File: src/rtl/cal_pkg.sv
package cal_pkg;
  localparam int AW    = 5;
  localparam int DW    = 8;
  localparam int NFLD  = 9;
  localparam int NALM  = 6;
  localparam int NEV   = 8;

  localparam int F_MS  = 0;
  localparam int F_HUN = 1;
  localparam int F_TEN = 2;
  localparam int F_SEC = 3;
  localparam int F_MIN = 4;
  localparam int F_HR  = 5;
  localparam int F_DOW = 6;
  localparam int F_DOM = 7;
  localparam int F_MON = 8;

  localparam logic [AW-1:0] A_NFLD  = AW'(NFLD);
  localparam logic [AW-1:0] A_ALM0  = 5'h09;
  localparam logic [AW-1:0] A_ALMN  = 5'h0F;
  localparam logic [AW-1:0] A_STAT  = 5'h10;
  localparam logic [AW-1:0] A_IEN   = 5'h11;

  // BCD increment of a two-digit value
  function automatic logic [7:0] bcd_inc(input logic [7:0] v);
    if (v[3:0] >= 4'd9) return {v[7:4] + 4'd1, 4'd0};
    return {v[7:4], v[3:0] + 4'd1};
  endfunction

  // last day of a BCD month, February fixed at 28
  function automatic logic [7:0] month_len(input logic [7:0] m);
    case (m)
      8'h02:                      return 8'h28;
      8'h04, 8'h06, 8'h09, 8'h11: return 8'h30;
      default:                    return 8'h31;
    endcase
  endfunction

  // highest legal value of a field
  function automatic logic [7:0] fld_max(input int idx, input logic [7:0] mon);
    case (idx)
      F_MS, F_HUN, F_TEN: return 8'h09;
      F_SEC, F_MIN:       return 8'h59;
      F_HR:               return 8'h23;
      F_DOW:              return 8'h07;
      F_DOM:              return month_len(mon);
      default:            return 8'h12;
    endcase
  endfunction

  // value a field wraps to (and resets to)
  function automatic logic [7:0] fld_min(input int idx);
    return (idx >= F_DOW) ? 8'h01 : 8'h00;
  endfunction
endpackage

File: src/rtl/cal_chain.sv
module cal_chain
  import cal_pkg::*;
#(
  parameter int SUB_DIV = 4
) (
  input  logic                clk,
  input  logic                rst_n,
  input  logic                ref_tick,
  input  logic                wr_en,
  input  logic [AW-1:0]       addr,
  input  logic [DW-1:0]       wdata,
  output logic [NFLD*8-1:0]   time_flat,
  output logic [6:0]          rate_ev
);
  localparam int SW = (SUB_DIV > 1) ? $clog2(SUB_DIV) : 1;
  localparam logic [SW-1:0] SUB_LAST = SW'(SUB_DIV - 1);

  logic [SW-1:0]    sub_q;
  logic             time_wr;
  logic             ms_step;
  logic [NFLD-1:0]  cin;
  logic [NFLD-2:0]  cout;
  logic [7:0]       mon_v;

  assign time_wr = wr_en && (addr < A_NFLD);
  assign ms_step = ref_tick && !time_wr && (sub_q == SUB_LAST);
  assign mon_v   = time_flat[F_MON*8 +: 8];

  always_ff @(posedge clk or negedge rst_n) begin
    if (!rst_n)        sub_q <= '0;
    else if (time_wr)  sub_q <= '0;
    else if (ref_tick) sub_q <= (sub_q == SUB_LAST) ? '0 : sub_q + SW'(1);
  end

  for (genvar i = 0; i < NFLD; i++) begin : g_fld
    logic [7:0] val_q;
    logic [7:0] lim;
    assign lim = fld_max(i, mon_v);

    if (i == 0) begin : g_src
      assign cin[i] = ms_step;
    end else if (i == F_DOM) begin : g_src
      assign cin[i] = cout[F_HR];
    end else begin : g_src
      assign cin[i] = cout[i-1];
    end

    if (i < NFLD - 1) begin : g_co
      assign cout[i] = cin[i] && (val_q >= lim);
    end

    always_ff @(posedge clk or negedge rst_n) begin
      if (!rst_n)                        val_q <= fld_min(i);
      else if (wr_en && addr == AW'(i))  val_q <= wdata;
      else if (cin[i])                   val_q <= (val_q >= lim) ? fld_min(i) : bcd_inc(val_q);
    end

    assign time_flat[i*8 +: 8] = val_q;
  end

  // tenths, second, minute, hour, day, week, month
  assign rate_ev = cout[7:1];

  if (SUB_DIV > 1) begin : g_phase_chk
    p_phase_restart_r7: assert property (@(posedge clk) disable iff (!rst_n)
      time_wr |=> !ms_step);
  end

  p_ms_wrap_r2: assert property (@(posedge clk) disable iff (!rst_n)
    (ms_step && time_flat[7:0] == 8'h09) |=> time_flat[7:0] == 8'h00);

  p_hour_wrap_r3: assert property (@(posedge clk) disable iff (!rst_n)
    (cin[F_HR] && time_flat[F_HR*8 +: 8] == 8'h23) |=> time_flat[F_HR*8 +: 8] == 8'h00);

  p_dom_wrap_r5: assert property (@(posedge clk) disable iff (!rst_n)
    (cin[F_DOM] && time_flat[F_DOM*8 +: 8] == month_len(mon_v)) |=> time_flat[F_DOM*8 +: 8] == 8'h01);
endmodule

File: src/rtl/cal_alarm.sv
module cal_alarm
  import cal_pkg::*;
(
  input  logic               clk,
  input  logic               rst_n,
  input  logic               wr_en,
  input  logic [AW-1:0]      addr,
  input  logic [DW-1:0]      wdata,
  input  logic [NALM*8-1:0]  cmp_time,
  output logic [NALM*8-1:0]  alm_flat,
  output logic               alarm_ev
);
  logic hit, hit_q;

  always_ff @(posedge clk or negedge rst_n) begin
    if (!rst_n) begin
      alm_flat <= '1;
    end else if (wr_en) begin
      for (int j = 0; j < NALM; j++)
        if (addr == A_ALM0 + AW'(j)) alm_flat[j*8 +: 8] <= wdata;
    end
  end

  assign hit = (alm_flat == cmp_time);

  always_ff @(posedge clk or negedge rst_n) begin
    if (!rst_n) hit_q <= 1'b0;
    else        hit_q <= hit;
  end

  assign alarm_ev = hit && !hit_q;

  p_alarm_once_r11: assert property (@(posedge clk) disable iff (!rst_n)
    alarm_ev |=> !alarm_ev);
endmodule

File: src/rtl/cal_irq.sv
module cal_irq
  import cal_pkg::*;
(
  input  logic           clk,
  input  logic           rst_n,
  input  logic [NEV-1:0] ev,
  input  logic           stat_rd,
  input  logic           ien_wr,
  input  logic [DW-1:0]  wdata,
  output logic [NEV-1:0] status_q,
  output logic [NEV-1:0] ien_q,
  output logic           irq
);
  always_ff @(posedge clk or negedge rst_n) begin
    if (!rst_n)       status_q <= '0;
    else if (stat_rd) status_q <= ev;
    else              status_q <= status_q | ev;
  end

  always_ff @(posedge clk or negedge rst_n) begin
    if (!rst_n)      ien_q <= '0;
    else if (ien_wr) ien_q <= wdata;
  end

  assign irq = |(status_q & ien_q);

  p_read_hold_r9: assert property (@(posedge clk) disable iff (!rst_n)
    stat_rd |=> status_q == $past(ev));

  p_sticky_r8: assert property (@(posedge clk) disable iff (!rst_n)
    !stat_rd |=> (status_q & $past(status_q)) == $past(status_q));
endmodule

File: src/rtl/cal_clock_top.sv
module cal_clock_top
  import cal_pkg::*;
#(
  parameter int SUB_DIV = 4
) (
  input  logic          clk,
  input  logic          rst_n,
  input  logic          ref_tick,
  input  logic [4:0]    bus_addr,
  input  logic [7:0]    bus_wdata,
  input  logic          bus_wr,
  input  logic          bus_rd,
  output logic [7:0]    bus_rdata,
  output logic          irq
);
  logic [NFLD*8-1:0] time_flat;
  logic [NALM*8-1:0] alm_flat;
  logic [6:0]        rate_ev;
  logic              alarm_ev;
  logic [NEV-1:0]    ev;
  logic [NEV-1:0]    status_q, ien_q;
  logic              stat_rd;

  assign ev      = {alarm_ev, rate_ev};
  assign stat_rd = bus_rd && (bus_addr == A_STAT);

  cal_chain #(.SUB_DIV(SUB_DIV)) u_chain (
    .clk(clk), .rst_n(rst_n), .ref_tick(ref_tick),
    .wr_en(bus_wr), .addr(bus_addr), .wdata(bus_wdata),
    .time_flat(time_flat), .rate_ev(rate_ev)
  );

  cal_alarm u_alarm (
    .clk(clk), .rst_n(rst_n), .wr_en(bus_wr), .addr(bus_addr), .wdata(bus_wdata),
    .cmp_time(time_flat[F_SEC*8 +: NALM*8]), .alm_flat(alm_flat), .alarm_ev(alarm_ev)
  );

  cal_irq u_irq (
    .clk(clk), .rst_n(rst_n), .ev(ev), .stat_rd(stat_rd),
    .ien_wr(bus_wr && bus_addr == A_IEN), .wdata(bus_wdata),
    .status_q(status_q), .ien_q(ien_q), .irq(irq)
  );

  always_comb begin
    bus_rdata = '0;
    if (bus_addr < A_NFLD)
      bus_rdata = time_flat[int'(bus_addr)*8 +: 8];
    else if (bus_addr >= A_ALM0 && bus_addr < A_ALMN)
      bus_rdata = alm_flat[int'(bus_addr - A_ALM0)*8 +: 8];
    else if (bus_addr == A_STAT)
      bus_rdata = status_q;
    else if (bus_addr == A_IEN)
      bus_rdata = ien_q;
  end

  p_carry_nest_r8: assert property (@(posedge clk) disable iff (!rst_n)
    rate_ev[1] |-> rate_ev[0]);

  p_irq_drop_r10: assert property (@(posedge clk) disable iff (!rst_n)
    (stat_rd && ev == '0) |=> !irq);
endmodule

File: config.mk
export PLATFORM = sky130hd
export DESIGN_NAME = cal_clock_top
export DESIGN_NICKNAME = d
export VERILOG_FILES = /design/src/rtl/cal_pkg.sv /design/src/rtl/cal_chain.sv /design/src/rtl/cal_alarm.sv /design/src/rtl/cal_irq.sv /design/src/rtl/cal_clock_top.sv
export SDC_FILE = /design/constraint.sdc
export NUM_CORES = 1
export LEC_CHECK = 0
export CORE_ASPECT_RATIO = 1.4
export CORE_MARGIN = 2
export CORE_UTILIZATION = 60
export CTS_CLUSTER_DIAMETER = 150
export DETAILED_ROUTE_END_ITERATION = 7
export PLACE_DENSITY = 0.78
export SLEW_MARGIN = 20
export SYNTH_ARGS = -nofsm -noshare
export SYNTH_HDL_FRONTEND = slang
export SYNTH_SLANG_ARGS = --single-unit
File: constraint.sdc
create_clock -name clk -period 10.29 [get_ports clk]
set_input_delay 2.058 -clock clk [delete_from_list [all_inputs] [get_ports clk]]
set_output_delay 2.058 -clock clk [all_outputs]
set_load 0.01 [all_outputs]
==> run summary <==
GPL Wtd Cong: 1.040
Final setup fails: 0
H-tree lvl count: 4
Post-route ant nets: 0
Normalized max-slew margin: 22.84%
Startpoint types: input pin
Non-Filler Instances: 1127
Average wire per standard cell: 26.05 µm
Flop pwr share: 40.0%
Number of synthesized flops with an enable pin: 0
Hold buffer count at cts: 0
Initial antenna violation count: 0
FF-to-FF path depth: 13
Worst IR Drop VDD: 140.8 µV
Grt ovf: 0
Final Critical Period: 7.837 ns
Sequential cell area fraction in the yosys report: 38.08%
Layout Utilization: 68.31%
Yosys warns: 0
Crit Path Class: input pin to output pin
Die area: 0.01653 mm²
CTS clk-pin slew, worst paths: 0.06 ns
Sw Ratio: 37.04%
Port buffer count: 26
CTS Buffer Depth: 2
Crit path max-delay family: buffers and inverters
TritonCTS clock tree: built
Largest net degree at the start of global routing: 80
Post-CTS sizing: 0
Starting Density: 61.52%
CP Cell Sequence: clkdlybuf4s50_1, inv_1, ha_1, xor2_1, nor3_1, a22oi_1, a21oi_1, clkdlybuf4s50_1
Max Clk Rate: 127.6 MHz
Area Growth Syn to Fin: 11.03%
CP max stage cell: clkdlybuf4s50_1
Final-report max-slew violation count: 0
Syn Area/Cell: 10.20 µm²
Gr usage total: 37.69%
Via density: 7.054
Global-route wire length before repair: 45410 µm
Clock power frac: 29.2%
DR vias: 7950
FILL cells: 1155
Post-route setup TNS: 0 ns
Post-synth top flop: dfrtp_1
Clock insertion delay at the later pin of the skew report: 0.44 ns
Reg2reg start: u_chain.g_fld[8].val_q[0]$_DFFE_PN1P_
MaxCap Viol Count: 0
Worst hold stages: 2
Post-CTS Setup Inserts: 0
Clk Tree Root Cell: clkbuf_16
Max stage delay on crit path: 1.17 ns
R2r setup slk: 6.11 ns
Core Footprint: 0.01512 mm²
Worst setup path start: bus_addr[1]
CP Buf/Inv Count: 3
Drt pass-1 iters: 6
Hold Worst Slack: 0.5354 ns
Register area: 0.003542 mm²
CTS Buf Count: 17
Critical Path RT: 8.23 ns
Hold Path End: u_irq.status_q[0]$_DFF_PN0_
Num rows: 53
Die W: 109.2 µm
Routed wire length: 29360 µm
Seq cells post-synth: 139
Syn nets: 990
CP most frequent cell: clkdlybuf4s50_1
Placed cell count: 1095
Asr flop ratio synth: 100.0%
Multi-input gate area: 0.005391 mm²
Total power: 0.002463 W
Type of the most critical hold path: flop to flop
Comb power frac: 30.8%
Status: finished clean
Total inserted antenna cells: 0
Crit path capture type: output pin
Post-synthesis cell type count: 68
Post-route clock period utilization: 76.16%
Top-Level Pins: 27
Vias in the first global route: 7730
Leak Pwr: 4.450 nW
CP max FO: 21
Post-Syn Area: 0.009301 mm²
Worst-Margin Slew: 1.154 ns
Clock Skews: 0.007452 ns
Cell internal pwr: 0.001551 W
Hpwl dp: 20580 µm
PD cells: 238.5 mW/mm²
DRC Markers: 0
Clock sink count: 139
Hold Crit Start: u_irq.status_q[0]$_DFF_PN0_
Fraction of layout cells with a size suffix above 1: 20.53%
Worst r2r dst: u_chain.g_fld[8].val_q[2]$_DFFE_PN0P_
Layout Nets: 1000
Arrival @ worst endpoint: 5.78 ns
CP Depth: 8
P_sw: 0.0009125 W
Chip height: 151.3 µm
Post-synthesis cell count: 912
Initial DRC Count: 1043
Hold Fails Final Rpt: 0
RSZ-0062 raised after global routing: no
state kept, by name (all words and copies together) (netlist names):
name and cells:
u_chain.g_fld.val_q 72, u_alarm.alm_flat 48, u_irq.ien_q 8, u_irq.status_q 8
u_chain.sub_q 2, u_alarm.hit_q 1
placed cells by master, fill, tap and decap left out, types with 14 or more instances in the layout:
cell,synthesis,layout
nor2_1,55,55
clkdlybuf4s50_1,0,24
nand3_1,28,28
a221o_1,14,14
clkbuf_16,0,17
a22oi_1,17,17
nor4_1,16,16
xor2_1,50,50
mux4_2,24,24
nand2_1,79,79
dfstp_2,51,51
a21oi_1,34,34
mux2_2,70,70
a221oi_1,24,24
ha_1,60,60
dfrtp_1,88,88
inv_1,50,50
o21ai_0,41,41
power groups by stage:
| stage | clock network (W) | registers (W) | logic, W |
|---|---|---|---|
| global placement | 0 | 0.000973 | 0.000716 |
| floorplan | 0 | 0.000863 | 0.000567 |
| detailed placement | 0 | 0.000977 | 0.000736 |
| finish | 0.000718 | 0.000986 | 0.000759 |
| global route | 0.000742 | 0.000993 | 0.000846 |
| CTS | 0.000718 | 0.000969 | 0.000748 |
cell usage after synthesis (5+ instances only):
library cell,number,area (µm²)
a22oi_1,17,127.6
nor2b_1,8,50.05
a31oi_1,9,56.30
nor2_1,55,206.5
mux2i_1,5,50.05
and3_1,13,81.33
o31ai_1,5,37.54
a221oi_1,24,210.2
mux2_2,70,788.3
nand4_1,8,50.05
a22o_1,6,52.55
nor4_1,16,100.1
a221o_1,14,140.1
dfstp_2,51,1340
buf_2,8,40.04
o21ai_0,41,205.2
nor3_1,12,60.06
nand2_1,79,296.5
clkbuf_1,23,86.33
o22ai_1,7,43.79
or3_1,7,43.79
and2_1,6,37.54
xor2_1,50,437.9
dfrtp_1,88,2202
o211ai_1,6,45.04
mux4_2,24,540.5
nand2b_1,11,68.82
ha_1,60,750.7
a32oi_1,6,52.55
nor3b_1,7,52.55
inv_1,50,187.7
a21oi_1,34,170.2
nand3_1,28,140.1
per-stage QoR:
stage	worst slack [ns]	instance area, µm²
finish	2.453	10330
global route	2.149	10330
CTS	2.530	10330
detailed placement	2.545	9644
global placement	2.608	9644
floorplan	4.431	9301
cells by family after synthesis:
family | share of synthesized area [%]
AO/OA/AOI/OAI | 15.54
XOR/XNOR | 4.708
adder cells (fa/ha/maj) | 8.071
buffers and inverters | 4.022
flip-flops | 38.08
multiplexers | 14.82
AND/OR/NAND/NOR | 14.76
layout make-up:
type | count | area share [%]
Clock buffer | 21 | 4.555
Clock inverter | 11 | 2.060
Inverter | 51 | 1.854
Multi-Input combinational cell | 684 | 52.21
Sequential cell | 139 | 34.30
Tap cell | 192 | 2.326
Timing Repair Buffer | 29 | 2.702
worst max path at each step:
| stage | endpoint | slack (ns) |
|---|---|---|
| final | bus_rdata[0] | 2.45 |
| after global routing | bus_rdata[0] | 2.15 |
| after CTS | bus_rdata[7] | 2.53 |
| after detailed placement | bus_rdata[7] | 2.54 |
| after global placement | bus_rdata[0] | 2.61 |
| after floorplan | bus_rdata[0] | 4.43 |
metal layers:
| metal | routed length (µm) | share of wire [%] | global-route usage [%] |
|---|---|---|---|
| met3 | 2797 | 9.5 | 9.036 |
| met2 | 13780 | 47 | 59.72 |
| met4 | 2113 | 7.2 | 24.30 |
| met1 | 10670 | 36 | 45.65 |
| met5 | 0 | 0 | 0 |
worst reg2reg max path, delay by kind of cell (launching register included):
family          cells  cell delay, ns
fa+ha+maj           2            0.46
compound gates      5            1.07
flops               1            0.65
buf+inv             1            0.12
simple gates        5            1.75
Power figures use the tool's default switching activity.
